## config.mk

```make
export PLATFORM = sky130hd
export DESIGN_NAME = ide_mmio_window
export DESIGN_NICKNAME = d
export VERILOG_FILES = /design/src/rtl/ide_win_pkg.sv /design/src/rtl/ide_win_decode.sv /design/src/rtl/ide_win_taskfile.sv /design/src/rtl/ide_win_irq.sv /design/src/rtl/ide_mmio_window.sv
export SDC_FILE = /design/constraint.sdc
export NUM_CORES = 1
export LEC_CHECK = 0
export CAP_MARGIN = 0
export CORE_ASPECT_RATIO = 1.4
export CORE_MARGIN = 3
export CORE_UTILIZATION = 47
export CTS_CLUSTER_SIZE = 14
export DETAILED_ROUTE_END_ITERATION = 8
export GPL_TIMING_DRIVEN = 0
export HOLD_SLACK_MARGIN = 0.12
export PLACE_DENSITY_LB_ADDON = 0.05
export SLEW_MARGIN = 0
export SYNTH_ARGS = -nofsm -noshare
export SYNTH_HDL_FRONTEND = slang
export SYNTH_SLANG_ARGS = --single-unit
```

## constraint.sdc

```tcl
create_clock -name clk -period 3.03 [get_ports clk]
set_input_delay 0.606 -clock clk [delete_from_list [all_inputs] [get_ports clk]]
set_output_delay 0.606 -clock clk [all_outputs]
set_load 0.005 [all_outputs]
```

## src/rtl/ide_win_pkg.sv

```systemverilog
package ide_win_pkg;

    localparam int HOST_DW     = 32;
    localparam int SLOT_LSB    = 4;
    localparam int SLOT_W      = 8;
    localparam int WIN_AW      = SLOT_LSB + SLOT_W;
    localparam int SLOT_DATA   = 0;
    localparam int TF_FIRST    = 1;
    localparam int TF_LAST     = 6;
    localparam int SLOT_STATUS = 7;
    localparam int CTRL_SLOT_A = 8;
    localparam int CTRL_SLOT_B = 22;
    localparam int IRQ_DIS_BIT = 1;

    typedef enum logic [1:0] {
        SZ_BYTE = 2'd0,
        SZ_HALF = 2'd1,
        SZ_WORD = 2'd2,
        SZ_RSVD = 2'd3
    } acc_size_e;

    typedef enum logic [2:0] {
        TGT_NONE,
        TGT_TASKFILE,
        TGT_STATUS,
        TGT_CTRL,
        TGT_DATA
    } acc_tgt_e;

    typedef struct packed {
        logic      rd;
        logic      wr;
        acc_tgt_e  tgt;
        logic [2:0] reg_idx;
        acc_size_e size;
    } acc_t;

    function automatic logic [15:0] swap16(input logic [15:0] v);
        return {v[7:0], v[15:8]};
    endfunction

    function automatic logic [31:0] swap32(input logic [31:0] v);
        return {v[7:0], v[15:8], v[23:16], v[31:24]};
    endfunction

    function automatic logic [HOST_DW-1:0] lane_swap(input acc_size_e sz,
                                                     input logic [HOST_DW-1:0] v);
        if (sz == SZ_HALF) return {16'h0000, swap16(v[15:0])};
        return swap32(v);
    endfunction

    function automatic logic [HOST_DW-1:0] ones_for(input acc_size_e sz);
        case (sz)
            SZ_BYTE: return 32'h0000_00FF;
            SZ_HALF: return 32'h0000_FFFF;
            default: return 32'hFFFF_FFFF;
        endcase
    endfunction

endpackage

```

## src/rtl/ide_win_decode.sv

```systemverilog
module ide_win_decode
    import ide_win_pkg::*;
(
    input  logic                       valid,
    input  logic                       write,
    input  logic [1:0]                 size,
    input  logic [WIN_AW-1:SLOT_LSB]   slot,
    output acc_t                       acc
);

    acc_size_e sz;
    logic      is_tf;
    logic      is_ctrl;

    assign sz      = acc_size_e'(size);
    assign is_tf   = (slot >= SLOT_W'(TF_FIRST)) && (slot <= SLOT_W'(TF_LAST));
    assign is_ctrl = (slot == SLOT_W'(CTRL_SLOT_A)) || (slot == SLOT_W'(CTRL_SLOT_B));

    always_comb begin
        acc.rd      = valid && !write;
        acc.wr      = valid && write;
        acc.size    = sz;
        acc.reg_idx = slot[SLOT_LSB+2:SLOT_LSB];
        acc.tgt     = TGT_NONE;
        case (sz)
            SZ_BYTE: begin
                if (is_tf)                                acc.tgt = TGT_TASKFILE;
                else if (slot == SLOT_W'(SLOT_STATUS))    acc.tgt = TGT_STATUS;
                else if (is_ctrl)                         acc.tgt = TGT_CTRL;
            end
            SZ_HALF, SZ_WORD: begin
                if (slot == SLOT_W'(SLOT_DATA))           acc.tgt = TGT_DATA;
            end
            default: acc.tgt = TGT_NONE;
        endcase
    end

endmodule

```

## src/rtl/ide_win_taskfile.sv

```systemverilog
module ide_win_taskfile
    import ide_win_pkg::*;
(
    input  logic               clk,
    input  logic               rst,
    input  acc_t               acc,
    input  logic [HOST_DW-1:0] wdata,
    input  logic [7:0]         dev_status,
    output logic [HOST_DW-1:0] rdata,
    output logic [7:0]         dev_ctrl,
    output logic               cmd_valid,
    output logic [7:0]         cmd_code
);

    logic [7:0]         tf_q [TF_LAST:TF_FIRST];
    logic [HOST_DW-1:0] data_q;

    for (genvar g = TF_FIRST; g <= TF_LAST; g++) begin : g_tf
        always_ff @(posedge clk) begin
            if (rst)
                tf_q[g] <= 8'h00;
            else if (acc.wr && acc.tgt == TGT_TASKFILE && acc.reg_idx == 3'(g))
                tf_q[g] <= wdata[7:0];
        end
    end

    always_ff @(posedge clk) begin
        if (rst) begin
            data_q    <= '0;
            dev_ctrl  <= 8'h00;
            cmd_valid <= 1'b0;
            cmd_code  <= 8'h00;
        end else begin
            cmd_valid <= acc.wr && acc.tgt == TGT_STATUS;
            if (acc.wr && acc.tgt == TGT_STATUS) cmd_code <= wdata[7:0];
            if (acc.wr && acc.tgt == TGT_CTRL)   dev_ctrl <= wdata[7:0];
            if (acc.wr && acc.tgt == TGT_DATA) begin
                if (acc.size == SZ_HALF) data_q <= {16'h0000, wdata[15:0]};
                else                     data_q <= wdata;
            end
        end
    end

    always_comb begin
        rdata = '0;
        case (acc.tgt)
            TGT_TASKFILE: begin
                for (int i = TF_FIRST; i <= TF_LAST; i++)
                    if (acc.reg_idx == 3'(i)) rdata = {24'h0, tf_q[i]};
            end
            TGT_STATUS, TGT_CTRL: rdata = {24'h0, dev_status};
            TGT_DATA: rdata = (acc.size == SZ_HALF) ? {16'h0000, data_q[15:0]} : data_q;
            default: rdata = '0;
        endcase
    end

endmodule

```

## src/rtl/ide_win_irq.sv

```systemverilog
module ide_win_irq (
    input  logic clk,
    input  logic rst,
    input  logic set_evt,
    input  logic clr_evt,
    input  logic mask,
    output logic pending,
    output logic irq
);

    always_ff @(posedge clk) begin
        if (rst)          pending <= 1'b0;
        else if (set_evt) pending <= 1'b1;
        else if (clr_evt) pending <= 1'b0;
    end

    assign irq = pending && !mask;

endmodule

```

## src/rtl/ide_mmio_window.sv

```systemverilog
module ide_mmio_window
    import ide_win_pkg::*;
#(
    parameter int ADDR_W = 32
) (
    input  logic               clk,
    input  logic               rst,
    input  logic               big_endian,
    input  logic               host_valid,
    input  logic               host_write,
    input  logic [1:0]         host_size,
    input  logic [ADDR_W-1:0]  host_addr,
    input  logic [31:0]        host_wdata,
    output logic [31:0]        host_rdata,
    input  logic [7:0]         dev_status,
    input  logic               dev_irq_set,
    output logic [7:0]         dev_ctrl,
    output logic               cmd_valid,
    output logic [7:0]         cmd_code,
    output logic               irq_out
);

    acc_t               acc;
    logic [HOST_DW-1:0] wdata_dev;
    logic [HOST_DW-1:0] rdata_dev;
    logic [HOST_DW-1:0] rd_val;
    logic               irq_pending;
    logic               unused_addr_bits;

    assign unused_addr_bits = ^{host_addr[ADDR_W-1:WIN_AW], host_addr[SLOT_LSB-1:0]};

    ide_win_decode u_dec (
        .valid (host_valid),
        .write (host_write),
        .size  (host_size),
        .slot  (host_addr[WIN_AW-1:SLOT_LSB]),
        .acc   (acc)
    );

    assign wdata_dev = (big_endian && acc.tgt == TGT_DATA) ? lane_swap(acc.size, host_wdata)
                                                           : host_wdata;

    ide_win_taskfile u_tf (
        .clk        (clk),
        .rst        (rst),
        .acc        (acc),
        .wdata      (wdata_dev),
        .dev_status (dev_status),
        .rdata      (rdata_dev),
        .dev_ctrl   (dev_ctrl),
        .cmd_valid  (cmd_valid),
        .cmd_code   (cmd_code)
    );

    always_comb begin
        if (acc.tgt == TGT_NONE)
            rd_val = ones_for(acc.size);
        else if (big_endian && acc.tgt == TGT_DATA)
            rd_val = lane_swap(acc.size, rdata_dev);
        else
            rd_val = rdata_dev;
    end

    always_ff @(posedge clk) begin
        if (rst)         host_rdata <= '0;
        else if (acc.rd) host_rdata <= rd_val;
    end

    ide_win_irq u_irq (
        .clk     (clk),
        .rst     (rst),
        .set_evt (dev_irq_set),
        .clr_evt (acc.rd && acc.tgt == TGT_STATUS),
        .mask    (dev_ctrl[IRQ_DIS_BIT]),
        .pending (irq_pending),
        .irq     (irq_out)
    );

endmodule

```

==> impl_metrics.json, run 1 <==
{
  "status": "completed",
  "ys_ff_latch": 130,
  "required_ps": 3320,
  "dieHeight_um": 148,
  "reg2reg_from": "u_tf.tf_q[0][19]",
  "post_drt_wl_per_cell_um": 23.0,
  "pin_count": 130,
  "hp-start": "u_tf.cmd_code[7]",
  "max-slew-margin-rel": 0.507,
  "synthMuxAreaShare": 0.136,
  "finalCritPeriodShare": 0.981,
  "tns_ps": 0,
  "hpwl_um": 18200,
  "vdd_ir_drop_max_mv": 0.357,
  "drt-total-wl_um": 24300,
  "die-area_mm2": 0.0159,
  "worst-path-max-fanout": 10,
  "first_pass_iters": 5,
  "cts_max_level": 4,
  "critPathKind": "in -> reg",
  "io_buffers": 104,
  "ys_seq_area_frac": 0.454,
  "ctsHoldBuffers": 0,
  "diodes": 0,
  "ant_nets": 0,
  "start_util": 0.484,
  "critPathSlowestCell": "clkdlybuf4s50_1",
  "slowest_delay_ps": 510,
  "finalCriticalPeriod_ps": 2970,
  "register_area_mm2": 0.00308,
  "r2r_end": "host_rdata[27]",
  "insertion_delay_ps": 420,
  "power_density_mw_per_mm2": 492,
  "hold_viol_final": 0,
  "finalSetupViolCount": 0,
  "grt_antenna_before_repair": 0,
  "crit_chain": "clkdlybuf4s50_1 > inv_1 > ha_1 > nor2b_2 > and4_1 > buf_2 > nand2_1 > clkbuf_2 > mux2_2 > a22oi_1 > nor2_1",
  "cts_buffers": 17,
  "synthXorXnorAreaFrac": 0,
  "die_w_um": 108,
  "critPathArrivalTime_ps": 3260,
  "grt_usage": 0.305,
  "synth_top_family_by_area": "compound AO/OA/AOI/OAI gates",
  "r2r_cells": 7,
  "dr.first_iter.drc_count": 529,
  "synth-compound-area-share": 0.200,
  "drv_cap": 0,
  "rsz0062_at_grt": "true",
  "dr_total_vias": 6421,
  "r2r_slack_ps": 1150,
  "cts.sink_count": 130,
  "fillers": 1249,
  "multi_input_area_mm2": 0.00348,
  "cts_tree": "built",
  "rows": 51,
  "grt_start_max_net_pins": 17,
  "synth-edff-count": 48,
  "fmax_ghz": 0.336,
  "final_nets": 939,
  "leakagePower_nw": 3.16,
  "synthCells": 726,
  "endpoint_kind": "flip-flop",
  "syn_area_mm2": 0.00679,
  "syn_avg_cell_area_um2": 9.35,
  "hold_class": "reg -> reg",
  "grt_overflow": 0,
  "yosys.area_share.adder": 0.00737,
  "crit_path_start_kind": "input port",
  "hold_end": "u_tf.cmd_code[7]",
  "slew_viol_final": 0,
  "grt_pass1_wl_um": 36600,
  "root_buffer": "clkbuf_16",
  "vias_per_cell": 6.10,
  "hold_slack_ps": 494,
  "drcViolationCount": 0,
  "coreArea_mm2": 0.0140,
  "async_flop_share": 0,
  "ys.flop_type": "dfxtp_1",
  "syn_nets": 810,
  "synthDistinctLibCells": 59,
  "area_growth_pct": 29.4,
  "crit_start": "host_size[0]",
  "cts_buffer_depth": 2,
  "hold_depth": 2,
  "clk_pin_slew_ps": 60,
  "yosys_warnings": 0,
  "drive_gt1_frac": 0.156,
  "grt_pass1_vias": 6616,
  "fin_skew_ps": 6.00,
  "place.gp.congestion": 0.996,
  "synth-simple-area-share": 0.155,
  "worst_slew_pin_slew_ps": 739
}
## per-stage QoR
step | power (mW) | setup WS [ps] | area, µm² | util | std cells
after floorplan | 2.14 | 210 | 6800 | - | 726
after global placement | 2.37 | -955 | 8070 | 0.575 | 1015
after detailed placement | 2.38 | -1010 | 8070 | 0.575 | 1015
after CTS | 4.31 | -159 | 8690 | 0.619 | 1050
after global routing | 4.43 | -102 | 8790 | 0.626 | 1053
final | 4.33 | 57.5 | 8790 | 0.626 | 1053
## cells by family after synthesis
group / Yosys count
adder cells (fa/ha/maj): 4
AO/OA/AOI/OAI: 202
buffers and inverters: 76
multiplexers: 85
flip-flops: 130
AND/OR/NAND/NOR: 229
## sequential cells by signal (all words and copies together) (netlist names)
| register | flops |
|---|---|
| host_rdata | 32 |
| u_tf.dev_ctrl | 8 |
| u_tf.tf_q | 48 |
| u_irq.pending | 1 |
| u_tf.cmd_code | 8 |
| u_tf.data_q | 32 |
| u_tf.cmd_valid | 1 |
## timing repair
item / CTS / global route
pin swaps: 1 / 3
setup buffers: 3 / 4
endpoints found under the setup margin: 151 / 149
resized for setup: 11 / 24
## where the power goes
group          internal, mW  switching, mW  total (mW)  leakage, nW
registers              1.87         0.0252        1.90         1.12
logic                 0.210          0.261       0.471         1.77
clock network          1.15          0.811        1.96        0.268
total                  3.23           1.10        4.33         3.16
## synth_stat cells (3+ instances only)
master | instances | area, µm²
nand2b_1 | 5 | 31.3
a221o_1 | 7 | 70.1
mux2i_1 | 40 | 400
buf_6 | 3 | 33.8
buf_2 | 7 | 35.0
a21o_1 | 8 | 60.1
nor2b_1 | 5 | 31.3
mux2_2 | 39 | 439
ha_1 | 4 | 50.1
mux2i_2 | 6 | 82.6
clkbuf_1 | 38 | 143
buf_1 | 6 | 22.5
o221ai_1 | 21 | 184
inv_1 | 19 | 71.3
o2111ai_1 | 7 | 61.3
edfxtp_1 | 48 | 1440
nand3_1 | 10 | 50.1
nand4_1 | 3 | 18.8
a21oi_1 | 67 | 335
a31o_2 | 3 | 26.3
a31oi_1 | 9 | 56.3
o211ai_1 | 7 | 52.6
nor3_1 | 11 | 55.1
nor2_1 | 112 | 420
o22ai_1 | 8 | 50.1
a22oi_1 | 16 | 120
nand2_1 | 63 | 236
dfxtp_1 | 82 | 1640
o21ai_0 | 33 | 165
## worst max path at each step
stage | to | slack (ps)
floorplan | u_tf.tf_q[0][16] | 210
global placement | u_tf.tf_q[0][18] | -950
detailed placement | u_tf.tf_q[0][19] | -1010
CTS | u_tf.tf_q[0][26] | -160
global route | u_tf.data_q[22] | -100
finish | u_tf.data_q[30] | 60
## cell usage in the layout, fill, tap and decap left out, types with 5 or more instances in the layout
cell | Yosys | routed
edfxtp_1 | 48 | 48
nand2b_1 | 5 | 5
mux2i_2 | 6 | 6
a22oi_1 | 16 | 16
mux2_2 | 39 | 39
a21oi_1 | 67 | 67
clkbuf_16 | 0 | 19
a221o_1 | 7 | 7
nand3_1 | 10 | 10
o22ai_1 | 8 | 8
a31oi_1 | 9 | 8
nor2_1 | 112 | 107
inv_1 | 19 | 19
o2111ai_1 | 7 | 7
clkdlybuf4s50_1 | 0 | 104
o211ai_1 | 7 | 7
buf_2 | 7 | 6
a21o_1 | 8 | 8
mux2i_1 | 40 | 40
clkbuf_1 | 38 | 32
buf_4 | 2 | 9
o221ai_1 | 21 | 21
o21ai_0 | 33 | 33
clkbuf_2 | 0 | 9
nand2_1 | 63 | 61
dfxtp_1 | 82 | 82
nor3_1 | 11 | 11
## worst max-delay path: cells and delay by family
kind	cells	cell delay, ps
AND/OR/NAND/NOR	4	720
adder cells (fa/ha/maj)	1	290
AO/OA/AOI/OAI	1	140
multiplexers	1	380
buffers and inverters	4	1120
## metal layers
| metal | global-route usage | part of all wire |
|---|---|---|
| met2 | 0.536 | 0.51 |
| met4 | 0.179 | 0.059 |
| met5 | 0 | 0 |
| met3 | 0.0408 | 0.054 |
| met1 | 0.349 | 0.38 |
## cell type report
| class | instances | area share |
|---|---|---|
| multi-input cells | 520 | 0.396 |
| flip-flops and latches | 130 | 0.351 |
| repair buffers | 111 | 0.124 |
| clock buffers | 22 | 0.0554 |
| plain buffers | 55 | 0.0299 |
| well taps | 185 | 0.0263 |
| inverters | 20 | 0.00854 |
| clock inverters | 10 | 0.00840 |
(Power assumes the default switching activity.)
==> run 2, diff against run 1 <==
--- a/config.mk
+++ b/config.mk
@@ -9,6 +9,7 @@
 export CORE_ASPECT_RATIO = 1.4
 export CORE_MARGIN = 3
 export CORE_UTILIZATION = 47
+export CTS_CLUSTER_DIAMETER = 200
 export CTS_CLUSTER_SIZE = 14
 export DETAILED_ROUTE_END_ITERATION = 8
 export GPL_TIMING_DRIVEN = 0
==> results of run 2 <==
The final DEF is identical to that of run 1; final timing and power are the same.
==> run 3, diff against run 2 <==
--- a/config.mk
+++ b/config.mk
@@ -15,7 +15,7 @@
 export GPL_TIMING_DRIVEN = 0
 export HOLD_SLACK_MARGIN = 0.12
 export PLACE_DENSITY_LB_ADDON = 0.05
-export SLEW_MARGIN = 0
+export SLEW_MARGIN = 30
 export SYNTH_ARGS = -nofsm -noshare
 export SYNTH_HDL_FRONTEND = slang
 export SYNTH_SLANG_ARGS = --single-unit
==> results of run 3 <==
The final DEF is identical to that of run 1; final timing and power are the same.
